`src/rtl/miss_track_pkg.sv`:
```
package miss_track_pkg;
  typedef enum logic [1:0] {
    DISP_NONE  = 2'd0,
    DISP_MERGE = 2'd1,
    DISP_ALLOC = 2'd2,
    DISP_STALL = 2'd3
  } disp_e;

  localparam int unsigned BLK_OFF = 6;
endpackage

```
`src/rtl/miss_track_match.sv`:
```
module miss_track_match #(
  parameter int unsigned ENTRIES = 8,
  parameter int unsigned BLK_W   = 34,
  localparam int unsigned IDX_W  = $clog2(ENTRIES)
) (
  input  logic                            clk,
  input  logic                            rst,
  input  logic [ENTRIES-1:0]              ent_valid,
  input  logic [ENTRIES-1:0]              ent_io,
  input  logic [ENTRIES-1:0][BLK_W-1:0]   ent_blk,
  input  logic [BLK_W-1:0]                req_blk,
  input  logic                            req_io,
  output logic [ENTRIES-1:0]              hit_vec,
  output logic                            hit_any,
  output logic [IDX_W-1:0]                hit_idx,
  output logic                            free_any,
  output logic [IDX_W-1:0]                free_idx
);
  genvar g;
  generate
    for (g = 0; g < ENTRIES; g++) begin : g_cmp
      assign hit_vec[g] = ent_valid[g] && !ent_io[g] && !req_io &&
                          (ent_blk[g] == req_blk);
    end
  endgenerate

  assign hit_any = |hit_vec;

  always_comb begin
    hit_idx = '0;
    for (int i = 0; i < ENTRIES; i++)
      if (hit_vec[i]) hit_idx = hit_idx | IDX_W'(i);
  end

  always_comb begin
    free_idx = '0;
    free_any = 1'b0;
    for (int i = ENTRIES - 1; i >= 0; i--)
      if (!ent_valid[i]) begin
        free_idx = IDX_W'(i);
        free_any = 1'b1;
      end
  end

  // merging never lets two cacheable entries hold the same block
  assert_single_match_R2: assert property (@(posedge clk) disable iff (rst)
    $onehot0(hit_vec));
endmodule

```
`src/rtl/miss_track_order.sv`:
```
module miss_track_order #(
  parameter int unsigned ENTRIES = 8,
  localparam int unsigned IDX_W  = $clog2(ENTRIES),
  localparam int unsigned CNT_W  = $clog2(ENTRIES + 1)
) (
  input  logic             clk,
  input  logic             rst,
  input  logic             push,
  input  logic [IDX_W-1:0] push_idx,
  input  logic             pop,
  output logic             not_empty,
  output logic [IDX_W-1:0] head_idx
);
  logic [IDX_W-1:0] slots [ENTRIES];
  logic [IDX_W-1:0] wr_ptr, rd_ptr;
  logic [CNT_W-1:0] count;

  function automatic logic [IDX_W-1:0] bump(input logic [IDX_W-1:0] p);
    return (p == IDX_W'(ENTRIES - 1)) ? '0 : p + 1'b1;
  endfunction

  always_ff @(posedge clk) begin
    if (push) slots[wr_ptr] <= push_idx;
  end

  always_ff @(posedge clk) begin
    if (rst) begin
      wr_ptr <= '0;
      rd_ptr <= '0;
      count  <= '0;
    end else begin
      if (push) wr_ptr <= bump(wr_ptr);
      if (pop)  rd_ptr <= bump(rd_ptr);
      case ({push, pop})
        2'b10:   count <= count + 1'b1;
        2'b01:   count <= count - 1'b1;
        default: count <= count;
      endcase
    end
  end

  assign not_empty = (count != '0);
  assign head_idx  = slots[rd_ptr];

  // order queue never holds more than one slot per entry
  assert_no_overflow_R5: assert property (@(posedge clk) disable iff (rst)
    (push && !pop) |-> (count < CNT_W'(ENTRIES)));
  // the channel is never advanced with nothing to send
  assert_no_underflow_R5: assert property (@(posedge clk) disable iff (rst)
    pop |-> not_empty);
endmodule

```
`src/rtl/miss_track_file.sv`:
```
module miss_track_file
  import miss_track_pkg::*;
#(
  parameter int unsigned ENTRIES = 8,
  parameter int unsigned PA_W    = 40,
  parameter int unsigned TAGS    = 16,
  localparam int unsigned IDX_W  = $clog2(ENTRIES),
  localparam int unsigned TAG_W  = $clog2(TAGS),
  localparam int unsigned BLK_W  = PA_W - BLK_OFF
) (
  input  logic             clk,
  input  logic             rst,
  input  logic             req_valid,
  input  logic [PA_W-1:0]  req_addr,
  input  logic             req_io,
  input  logic [TAG_W-1:0] req_tag,
  output logic             req_stall,
  output logic             dn_valid,
  input  logic             dn_ready,
  output logic [IDX_W-1:0] dn_idx,
  output logic [BLK_W-1:0] dn_blk,
  output logic             dn_io,
  input  logic             fill_valid,
  input  logic [IDX_W-1:0] fill_idx,
  output logic             wake_valid,
  output logic [TAGS-1:0]  wake_mask
);
  logic [ENTRIES-1:0]            ent_valid;
  logic [ENTRIES-1:0]            ent_io;
  logic [ENTRIES-1:0][BLK_W-1:0] ent_blk;
  logic [TAGS-1:0]               ent_mask [ENTRIES];

  logic [ENTRIES-1:0] hit_vec;
  logic               hit_any, free_any;
  logic [IDX_W-1:0]   hit_idx, free_idx;
  logic [BLK_W-1:0]   req_blk;
  logic [TAGS-1:0]    tag_bit;
  disp_e              disp;
  logic               do_alloc, do_merge, pop;
  logic               wake_valid_q;
  logic [TAGS-1:0]    wake_mask_q;

  assign req_blk = req_addr[PA_W-1:BLK_OFF];
  assign tag_bit = TAGS'(1) << req_tag;

  miss_track_match #(.ENTRIES(ENTRIES), .BLK_W(BLK_W)) u_match (
    .clk(clk), .rst(rst),
    .ent_valid(ent_valid), .ent_io(ent_io), .ent_blk(ent_blk),
    .req_blk(req_blk), .req_io(req_io),
    .hit_vec(hit_vec), .hit_any(hit_any), .hit_idx(hit_idx),
    .free_any(free_any), .free_idx(free_idx)
  );

  always_comb begin
    if (!req_valid)          disp = DISP_NONE;
    else if (hit_any)        disp = DISP_MERGE;
    else if (free_any)       disp = DISP_ALLOC;
    else                     disp = DISP_STALL;
  end

  assign do_alloc  = (disp == DISP_ALLOC);
  assign do_merge  = (disp == DISP_MERGE);
  assign req_stall = (disp == DISP_STALL);
  assign pop       = dn_valid && dn_ready;

  miss_track_order #(.ENTRIES(ENTRIES)) u_order (
    .clk(clk), .rst(rst),
    .push(do_alloc), .push_idx(free_idx), .pop(pop),
    .not_empty(dn_valid), .head_idx(dn_idx)
  );

  assign dn_blk = ent_blk[dn_idx];
  assign dn_io  = ent_io[dn_idx];

  // Entry state with reset: only the valid bits
  always_ff @(posedge clk) begin
    if (rst) begin
      ent_valid <= '0;
    end else begin
      if (do_alloc)   ent_valid[free_idx] <= 1'b1;
      if (fill_valid) ent_valid[fill_idx] <= 1'b0;
    end
  end

  // Entry payload: plain storage, no reset needed
  always_ff @(posedge clk) begin
    if (do_alloc) begin
      ent_blk[free_idx]  <= req_blk;
      ent_io[free_idx]   <= req_io;
      ent_mask[free_idx] <= tag_bit;
    end
    if (do_merge)
      ent_mask[hit_idx] <= ent_mask[hit_idx] | tag_bit;
  end

  // Registered wakeup, folding in a same-cycle merge to the filled entry
  always_ff @(posedge clk) begin
    if (rst) begin
      wake_valid_q <= 1'b0;
      wake_mask_q  <= '0;
    end else begin
      wake_valid_q <= fill_valid;
      if (fill_valid)
        wake_mask_q <= ent_mask[fill_idx] |
                       ((do_merge && hit_idx == fill_idx) ? tag_bit : '0);
      else
        wake_mask_q <= '0;
    end
  end

  assign wake_valid = wake_valid_q;
  assign wake_mask  = wake_mask_q;

  // fills target only held entries (input assumption)
  assert_fill_held_R7: assert property (@(posedge clk) disable iff (rst)
    fill_valid |-> ent_valid[fill_idx]);
  // a wakeup is always one cycle after a fill
  assert_wake_after_fill_R7: assert property (@(posedge clk) disable iff (rst)
    wake_valid |-> $past(fill_valid));
  // a stall only happens with every entry in use
  assert_stall_only_full_R6: assert property (@(posedge clk) disable iff (rst)
    req_stall |-> (&ent_valid));
  // uncached requests never merge
  assert_io_never_merges_R4: assert property (@(posedge clk) disable iff (rst)
    (req_valid && req_io) |-> !do_merge);
  // a waiting request holds still
  assert_dn_hold_R5: assert property (@(posedge clk) disable iff (rst)
    (dn_valid && !dn_ready) |=> (dn_valid && $stable(dn_idx) && $stable(dn_blk)));
  // compared addresses are fully known
  assert_addr_known_R2: assert property (@(posedge clk) disable iff (rst)
    req_valid |-> !$isunknown(req_addr));
endmodule

```
`config.mk`:
```
export PLATFORM = sky130hd
export DESIGN_NAME = miss_track_file
export DESIGN_NICKNAME = d
export VERILOG_FILES = /design/src/rtl/miss_track_pkg.sv /design/src/rtl/miss_track_match.sv /design/src/rtl/miss_track_order.sv /design/src/rtl/miss_track_file.sv
export SDC_FILE = /design/constraint.sdc
export NUM_CORES = 1
export LEC_CHECK = 0
export CAP_MARGIN = 15
export CORE_MARGIN = 2
export CORE_UTILIZATION = 45
export DETAILED_ROUTE_END_ITERATION = 16
export SYNTH_ARGS = -nofsm -noshare
export SYNTH_HDL_FRONTEND = slang
export SYNTH_HIERARCHICAL = 1
export SYNTH_SLANG_ARGS = --single-unit
```
`constraint.sdc`:
```
create_clock -name clk -period 15.95 [get_ports clk]
set_clock_uncertainty 0.2 [all_clocks]
set_input_delay 3.19 -clock clk [delete_from_list [all_inputs] [get_ports clk]]
set_output_delay 3.19 -clock clk [all_outputs]
set_load 0.02 [all_outputs]
```
==> run_results.csv, run 1 <==
group,metric,value,unit
worst_setup_path,cp-start-kind,"input pin",
sta,max_clock_freq,95.73,MHz
power,power.ir.vdd_worst,0.00008290,V
clock_network,cts-hold-fix-buffers,0,
sta,postLayoutSetupSlackWorst,5.504,ns
floorplanning,dieWidth,228.6,um
yosys,synth_warnings,6,
clock_network,clock_tree_from_tritoncts,"done",
place,dpl_cell_area,24220,um2
global_route,grt_start_max_net_pins,54,
clock_network,post_cts.repair.setup_buffers,0,
route,route.detailed.drc,0,
worst_setup_path,critical_path_required,12.56,ns
floorplanning,die_area,52270,um2
worst_setup_path,cp.buffers_inverters,2,
sta,setup_tns,0,ns
cells_and_area,design_area,25810,um2
place,dp_hpwl,38760,um
power,leakagePower,8.347,nW
sta,finalSetupViolCount,0,
place,post_place_worst_slack,5.525,ns
place,buffer_ports.inserted,103,
power,power_density_normalized_to_cell_area,125.7,nW/um2
floorplanning,boundaryPins,110,
sta,finalCritPeriodShare,65.49,%
sta,finalHoldViolations,0,
worst_setup_path,cp_delay_by_family_top,"simple AND/OR/NAND/NOR gates",
sta,finalWorstPathRequiredPeriod,10.45,ns
floorplanning,starting_density,45.44,%
route,firstDrtPassIters,6,
worst_setup_path,critical_path_peak_fanout,16,
cells_and_area,final_cell_utilization_of_the_core,51.65,%
route,routed_wire_length_per_instance,26.85,um
clock_network,clock_tree.buffer_depth,3,
worst_setup_path,critical-path-max-stage-delay,0.96,ns
place,gpl.final_weighted_congestion,0.8581,
clock_network,cts.repair.resized,0,
clock_network,cts.reportedPaths.clkPinSlew,0.06,ns
route,drt-vias-per-instance,5.823,
outcome,run_status,"complete, no violations",
floorplanning,floorplan.core_area,49970,um2
clock_network,cts_htree_levels,2,
yosys,synthesis.area_per_instance,16.22,um2
sta,max_slew_margin,25.13,%
worst_setup_path,critical_path.endpoint_type,"output port",
cells_and_area,area_delta_synth_final,13.67,%
yosys,synth.net_count,1460,
job,maxCapViolations,0,
clock_network,cts_sinks,470,
clock_network,cts_inserted_buffers,50,
global_route,all_layer_gr_usage,22.63,%
sta,timing.final.max_slew_violations,0,
clock_network,clk_latency,0.58,ns
cells_and_area,finish.net_count,1554,
route,drt-total-wl,59250,um
cells_and_area,final_layout_size_suffix_gt1_share,19.43,%
sta,timing_worst_slew_pin_value,1.113,ns
floorplanning,placement_rows,82,
sta,unrepaired_setup_endpoints_after_global_routing,"no",
worst_setup_path,cp_slowest_cell,"sky130_fd_sc_hd__nor4_1",
route,violation_count_after_the_first_detailed_route_iteration,1125,
worst_setup_path,criticalPathCategory,"input pin to output port",
worst_setup_path,worst_ep_arrival_time,7.06,ns
worst_setup_path,critPathMostFrequentCell,"sky130_fd_sc_hd__clkdlybuf4s50_1",
global_route,number_of_antenna_violations_at_the_first_check_in_global_routing,2,
worst_setup_path,critical_path.cell_chain,"clkdlybuf4s50_1, xor2_1, nor4_1, nand4_1, nor4_2, nor2_1, nand4b_1, nor3b_1, clkdlybuf4s50_1",
cells_and_area,filler_cell_count,4132,
route,num_vias,12850,
global_route,global_route_wire_length_before_repair,87010,um
yosys,post_synth_instance_area,22700,um2
global_route,global_route.overflow_total,0,
route,postRouteAntennaNets,0,
clock_network,clockRootBuffer,"sky130_fd_sc_hd__clkbuf_16",
worst_hold_path,hold_path.class,"flip-flop to flip-flop",
yosys,postSynthCellCount,1400,
floorplanning,die_h,228.6,um
global_route,number_of_global_route_vias_before_repair,12950,
[power by group]
group | internal, mW | switching, mW
Sequential | 1.37 | 0.0223
Combinational | 0.345 | 0.374
Clock | 0.657 | 0.473
[metal layers]
| metal | part of all wire, % | global-route usage [%] |
|---|---|---|
| met1 | 43 | 31.71 |
| met2 | 46 | 35.26 |
| met3 | 7.4 | 5.065 |
| met4 | 3.1 | 7.271 |
| met5 | 0.046 | 0 |
[cell type report]
type | count | area (um2) | share of cell area (%)
Timing Repair Buffer | 133 | 1246 | 4.829
Sequential cell | 470 | 13730 | 53.21
Clock inverter | 26 | 200.2 | 0.7757
Inverter | 7 | 26.28 | 0.1018
Antenna cell | 1 | 2.502 | 0.009696
Clock buffer | 66 | 1384 | 5.362
Tap cell | 672 | 840.8 | 3.258
Multi-Input combinational cell | 832 | 8374 | 32.45
[state kept, by name (all words and copies together) (netlist names), named ones only]
name	cells
u_order/count	4
ent_mask	128
ent_io	8
u_order/rd_ptr	3
wake_mask	16
u_order/wr_ptr	3
u_order/slots	24
wake_valid	1
ent_valid	8
ent_blk	272
[path summary, 6_finish.rpt]
check             slack (ns)                             to                           from  cells after the start
setup / recovery        5.50                      req_stall                   req_addr[10]                      9
hold / removal          0.34  u_order/count[2]$_SDFFE_PP0P_  u_order/count[2]$_SDFFE_PP0P_                      2
setup reg to reg       10.86        wake_mask[7]$_SDFF_PP0_          ent_blk[87]$_DFFE_PP_                     11
hold reg to reg         0.34  u_order/count[2]$_SDFFE_PP0P_  u_order/count[2]$_SDFFE_PP0P_                      2
[tightest hold or removal path, cell delays in order, from the launching register on]
cell,delay [ns]
sky130_fd_sc_hd__dfxtp_1,0.35
sky130_fd_sc_hd__o21ai_0,0.09
sky130_fd_sc_hd__a21oi_1,0.06
[metrics by stage]
| step | cells | power (mW) | hold slack (ns) |
|---|---|---|---|
| after floorplan | 1400 | 1.900 | 0.2897 |
| after global placement | 2114 | 2.149 | 0.3204 |
| after detailed placement | 2114 | 2.149 | 0.3317 |
| after CTS | 2206 | 3.281 | 0.3474 |
| after global routing | 2206 | 3.358 | 0.3869 |
| final | 2207 | 3.245 | 0.3425 |
[cell usage in the layout (no fill, tap or decap), types with 9 or more instances in the layout]
master / n
sky130_fd_sc_hd__edfxtp_1: 432
sky130_fd_sc_hd__xor2_1: 234
sky130_fd_sc_hd__mux4_2: 124
sky130_fd_sc_hd__clkdlybuf4s50_1: 101
sky130_fd_sc_hd__clkbuf_16: 52
sky130_fd_sc_hd__mux2i_1: 51
sky130_fd_sc_hd__nor4_1: 48
sky130_fd_sc_hd__nor2_1: 45
sky130_fd_sc_hd__xnor2_1: 42
sky130_fd_sc_hd__dfxtp_1: 38
sky130_fd_sc_hd__mux2_2: 37
sky130_fd_sc_hd__nand4_1: 30
sky130_fd_sc_hd__buf_4: 30
sky130_fd_sc_hd__nand3_1: 23
sky130_fd_sc_hd__nand2b_1: 22
sky130_fd_sc_hd__nor3_1: 22
sky130_fd_sc_hd__a21oi_1: 22
sky130_fd_sc_hd__nand2_1: 20
sky130_fd_sc_hd__a22oi_1: 14
sky130_fd_sc_hd__clkinv_2: 11
sky130_fd_sc_hd__clkbuf_1: 11
sky130_fd_sc_hd__clkinv_1: 9
Power figures use the tool's default switching activity.
==> inputs of run 2 (changes only) <==
clock period = 8.9 ns   (was 15.95 ns; I/O delays follow)
==> run_results.csv, run 2 (same netlist as run 1, synthesis figures left out) <==
group,metric,value,unit
outcome,run_status,"complete, no violations",
route,drt-total-wl,59720,um
route,drt-met1-wl,25650,um
floorplanning,placement_rows,82,
sta,setup_tns,0,ns
clock_network,clock_tree.buffer_depth,3,
global_route,number_of_antenna_violations_at_the_first_check_in_global_routing,3,
clock_network,cts_htree_levels,2,
floorplanning,boundaryPins,110,
clock_network,cts.repair.resized,0,
cells_and_area,registers.top_by_ff_count,"ent_blk",
global_route,number_of_global_route_vias_before_repair,12830,
sta,finalSetupViolCount,0,
floorplanning,die_h,228.6,um
floorplanning,die_area,52270,um2
global_route,all_layer_gr_usage,22.92,%
sta,timing_worst_slew_pin_value,1.067,ns
cells_and_area,final_layout_size_suffix_gt1_share,19.94,%
cells_and_area,finish.net_count,1564,
clock_network,clockRootBuffer,"sky130_fd_sc_hd__clkbuf_16",
floorplanning,floorplan.core_area,49970,um2
route,violation_count_after_the_first_detailed_route_iteration,1088,
route,route.detailed.drc,0,
sta,finalCritPeriodShare,83.63,%
sta,max_clock_freq,134.4,MHz
route,route.met3.wl,4450,um
worst_setup_path,worst_ep_arrival_time,5.46,ns
sta,unrepaired_setup_endpoints_after_global_routing,"no",
place,post_place_worst_slack,1.481,ns
cells_and_area,largest_register_ffs,272,
sta,finalHoldViolations,0,
cells_and_area,layout.cells.most_common,"sky130_fd_sc_hd__edfxtp_1",
sta,finalWorstPathRequiredPeriod,7.443,ns
clock_network,clk_latency,0.61,ns
global_route,global_route_wire_length_before_repair,87570,um
power,power_density_normalized_to_cell_area,226.4,nW/um2
place,buffer_ports.inserted,103,
clock_network,cts_inserted_buffers,50,
worst_hold_path,hold_path.class,"flip-flop to flip-flop",
route,top_signal_layer_used,"met5",
power,leakagePower,8.431,nW
cells_and_area,biggestRegsByFlops,"ent_blk: 272 flops, ent_mask: 128 flops, u_order/slots: 24 flops",
route,route.met2.wl,28060,um
clock_network,post_cts.repair.setup_buffers,0,
clock_network,cts.reportedPaths.clkPinSlew,0.06,ns
worst_setup_path,critical_path_peak_fanout,16,
cells_and_area,layout_common_cells,"sky130_fd_sc_hd__edfxtp_1, sky130_fd_sc_hd__xor2_1, sky130_fd_sc_hd__mux4_2",
worst_setup_path,critical_path.endpoint_type,"output port",
route,firstDrtPassIters,5,
cells_and_area,area_delta_synth_final,14.38,%
cells_and_area,final_cell_utilization_of_the_core,51.97,%
floorplanning,dieWidth,228.6,um
sta,timing.final.max_slew_violations,0,
power,power.ir.vdd_worst,0.0001741,V
place,dp_hpwl,40220,um
clock_network,clock_tree_from_tritoncts,"done",
clock_network,cts-hold-fix-buffers,0,
worst_setup_path,cp-start-kind,"input pin",
sta,max_slew_margin,28.73,%
job,maxCapViolations,0,
floorplanning,starting_density,45.44,%
global_route,global_route.overflow_total,0,
global_route,grt_start_max_net_pins,46,
place,gpl.final_weighted_congestion,0.8487,
route,routed_wire_length_per_instance,26.92,um
worst_setup_path,criticalPathCategory,"input pin to output port",
worst_setup_path,critical_path_required,6.92,ns
sta,postLayoutSetupSlackWorst,1.457,ns
route,num_vias,12830,
route,drt-vias-per-instance,5.784,
clock_network,cts_sinks,470,
route,postRouteAntennaNets,0,
run 2: cell types whose count changed in the layout (fill, tap and decap cells not counted), sizes merged:
cell and delta:
clkinv +4, buf +10, bufinv +1, inv -3
clkbuf -1
run 2: per-layer routing:
| layer | global-route usage (%) | vias up |
|---|---|---|
| met2 | 36.05 | 425 |
| met3 | 5.639 | 85 |
| met1 | 31.87 | 6646 |
| met5 | 0 | - |
| met4 | 6.352 | 4 |
| li1 | - | 5668 |
run 2: final timing paths:
kind / startpoint / end / slack (ns) / depth (start not counted)
worst max-delay path: req_addr[18] / req_stall / 1.46 / 9
worst min-delay path: u_order/rd_ptr[0]$_SDFFE_PP0P_ / u_order/rd_ptr[0]$_SDFFE_PP0P_ / 0.34 / 2
worst max register to register: ent_blk[252]$_DFFE_PP_ / ent_mask[1][3]$_DFFE_PP_ / 4.10 / 10
worst min register to register: u_order/rd_ptr[0]$_SDFFE_PP0P_ / u_order/rd_ptr[0]$_SDFFE_PP0P_ / 0.34 / 2
run 2: area by class of cell:
class	count	area, um2
fillers	4142	24000
multi-input cells	832	8374
well taps	672	840.8
clock inverters	28	246.5
flip-flops and latches	470	13730
diodes	1	2.502
inverters	7	26.28
clock buffers	65	1411
repair buffers	143	1334
run 2: worst max-delay path, cell delays in order:
cell                              delay [ns]
sky130_fd_sc_hd__clkdlybuf4s50_1        0.90
sky130_fd_sc_hd__xor2_1                 0.22
sky130_fd_sc_hd__nor4_1                 0.70
sky130_fd_sc_hd__nand4_1                0.38
sky130_fd_sc_hd__nor4_4                 0.34
sky130_fd_sc_hd__nor4_2                 0.10
sky130_fd_sc_hd__nand4b_1               0.38
sky130_fd_sc_hd__nor3b_1                0.10
sky130_fd_sc_hd__clkdlybuf4s50_1        0.55
run 2: power breakdown:
part	total [mW]	leakage [nW]	switching [mW]	internal, mW
combinational	1.29	3.38	0.669	0.620
clock	2.09	0.817	0.857	1.23
sequential	2.50	4.23	0.0410	2.46
run 2: per-stage QoR:
| step | cell area, um2 | hold slack (ns) | power, mW | cells |
|---|---|---|---|---|
| floorplan | 22700 | 0.2897 | 3.405 | 1400 |
| global placement | 24310 | 0.3180 | 3.852 | 2124 |
| global route | 25970 | 0.3673 | 6.097 | 2218 |
| CTS | 25970 | 0.3454 | 5.939 | 2217 |
| detailed placement | 24310 | 0.3319 | 3.856 | 2124 |
| finish | 25970 | 0.3427 | 5.880 | 2218 |
==> inputs of run 3 (changes only) <==
clock period = 6.05 ns   (was 8.9 ns; I/O delays follow)
==> run_results.csv, run 3 (same netlist as run 1, synthesis figures left out) <==
group,metric,value,unit
sta,finalSetupViolCount,0,
worst_setup_path,criticalPathCategory,"input pin to output port",
floorplanning,placement_rows,82,
worst_setup_path,worst_ep_arrival_time,4.49,ns
global_route,number_of_antenna_violations_at_the_first_check_in_global_routing,0,
sta,finalHoldViolations,0,
cells_and_area,area_delta_synth_final,19.25,%
outcome,run_status,"complete, no violations",
route,violation_count_after_the_first_detailed_route_iteration,1188,
route,route.detailed.drc,0,
cells_and_area,registers.top_by_ff_count,"ent_blk",
cells_and_area,biggestRegsByFlops,"ent_blk: 272 flops, ent_mask: 128 flops, u_order/slots: 24 flops",
power,cell_internal_pwr,6.609,mW
cells_and_area,layout_common_cells,"sky130_fd_sc_hd__edfxtp_1, sky130_fd_sc_hd__xor2_1, sky130_fd_sc_hd__mux4_2",
cells_and_area,largest_register_ffs,272,
power,leakagePower,9.007,nW
worst_setup_path,critical_path_required,4.64,ns
clock_network,cts_htree_levels,2,
clock_network,post_cts.repair.setup_buffers,0,
cells_and_area,layout.cells.most_common,"sky130_fd_sc_hd__edfxtp_1",
route,drt-total-wl,61450,um
job,maxCapViolations,0,
worst_setup_path,critical_path_peak_fanout,12,
global_route,all_layer_gr_usage,23.64,%
power,clk_network_pwr_share,36.7,%
clock_network,clk_latency,0.60,ns
place,dp_hpwl,41600,um
power,power.ir.vdd_worst,0.0002378,V
power,power.share.combinational,22.2,%
floorplanning,floorplan.core_area,49970,um2
power,swShare,26.22,%
route,firstDrtPassIters,5,
sta,finalWorstPathRequiredPeriod,5.903,ns
global_route,global_route_wire_length_before_repair,90880,um
clock_network,cts.repair.resized,0,
power,total_switching_power,2.349,mW
route,drt-vias-per-instance,5.785,
global_route,number_of_global_route_vias_before_repair,13450,
floorplanning,starting_density,45.44,%
place,gpl.final_weighted_congestion,0.8642,
route,routed_wire_length_per_instance,26.58,um
global_route,global_route.overflow_total,0,
power,seqPwrFrac,41.1,%
worst_setup_path,critical_path.endpoint_type,"output port",
place,buffer_ports.inserted,103,
clock_network,clockRootBuffer,"sky130_fd_sc_hd__clkbuf_16",
sta,setup_tns,0,ns
floorplanning,die_h,228.6,um
clock_network,cts_sinks,470,
floorplanning,boundaryPins,110,
cells_and_area,antennaDiodeCount,0,
cells_and_area,filler_cell_count,4052,
sta,timing.final.max_slew_violations,0,
route,postRouteAntennaNets,0,
clock_network,clock_tree_from_tritoncts,"done",
sta,finalCritPeriodShare,97.57,%
clock_network,clock_tree.buffer_depth,3,
clock_network,cts_inserted_buffers,51,
cells_and_area,final_layout_size_suffix_gt1_share,25.00,%
sta,unrepaired_setup_endpoints_after_global_routing,"no",
route,num_vias,13380,
floorplanning,die_area,52270,um2
worst_setup_path,ff2ff_path_depth,17,
power,report.power.total,8.958,mW
power,power_density_normalized_to_cell_area,330.9,nW/um2
worst_hold_path,min_path_cells,2,
global_route,grt_start_max_net_pins,49,
cells_and_area,finish.net_count,1660,
sta,max_slew_margin,26.94,%
sta,timing_worst_slew_pin_value,1.094,ns
sta,max_clock_freq,169.4,MHz
floorplanning,dieWidth,228.6,um
worst_setup_path,cp-start-kind,"input pin",
clock_network,cts.reportedPaths.clkPinSlew,0.06,ns
clock_network,cts-hold-fix-buffers,0,
worst_hold_path,hold_path.class,"flip-flop to flip-flop",
run 3: path summary, 6_finish.rpt:
kind                                                        to  slack (ns)                      startpoint
worst max-delay path                                 req_stall        0.15                    req_addr[10]
worst min-delay path            u_order/rd_ptr[0]$_SDFFE_PP0P_        0.35  u_order/rd_ptr[0]$_SDFFE_PP0P_
worst max register to register   u_order/count[2]$_SDFFE_PP0P_        1.84          ent_blk[271]$_DFFE_PP_
worst min register to register  u_order/rd_ptr[0]$_SDFFE_PP0P_        0.35  u_order/rd_ptr[0]$_SDFFE_PP0P_
run 3: critical path, cell delays in order:
cell                              delay (ns)
sky130_fd_sc_hd__clkdlybuf4s50_1        0.72
sky130_fd_sc_hd__buf_4                  0.23
sky130_fd_sc_hd__xor2_1                 0.15
sky130_fd_sc_hd__nor4_1                 0.07
sky130_fd_sc_hd__buf_4                  0.16
sky130_fd_sc_hd__nand4_1                0.13
sky130_fd_sc_hd__buf_4                  0.14
sky130_fd_sc_hd__nor4_2                 0.04
sky130_fd_sc_hd__nor4_2                 0.20
sky130_fd_sc_hd__nand4b_1               0.30
sky130_fd_sc_hd__nor3b_1                0.44
sky130_fd_sc_hd__clkdlybuf4s50_1        0.69
run 3: metal layers:
metal	up-vias	share of wire (%)	GRT usage (%)	wire length (um)
li1	5855	-	-	-
met1	7009	44	34.17	26970
met2	443	48	37.86	29490
met3	69	5.8	2.944	3593
met4	0	2.3	6.720	1394
met5	-	0	0	0
run 3: power by group through the flow:
stage | Sequential [mW] | Clock [mW] | Combinational [mW]
floorplan | 3.73 | 0 | 1.27
global placement | 3.75 | 0 | 2.00
detailed placement | 3.75 | 0 | 2.01
CTS | 3.68 | 3.34 | 2.02
global route | 3.69 | 3.47 | 2.10
finish | 3.68 | 3.29 | 1.99
run 3: final cells by class:
class,instances,area (um2),area share [%]
flip-flops and latches,470,13730,50.72
multi-input cells,832,8388,30.98
repair buffers,238,2322,8.577
clock buffers,72,1448,5.347
well taps,672,840.8,3.106
clock inverters,21,316.6,1.169
inverters,7,26.28,0.09705
run 3: per-stage QoR:
stage,setup slack [ns],area (um2),instances,util [%],hold WS [ns]
2_1_floorplan,0.2675,22700,1400,-,0.2897
3_3_place_gp,0.1080,25310,2219,50.66,0.3223
3_5_place_dp,0.1231,25310,2219,50.66,0.3410
4_1_cts,0.1198,27070,2312,54.19,0.3536
5_1_grt,0.02216,27070,2312,54.19,0.3728
6_report,0.1472,27070,2312,54.19,0.3538
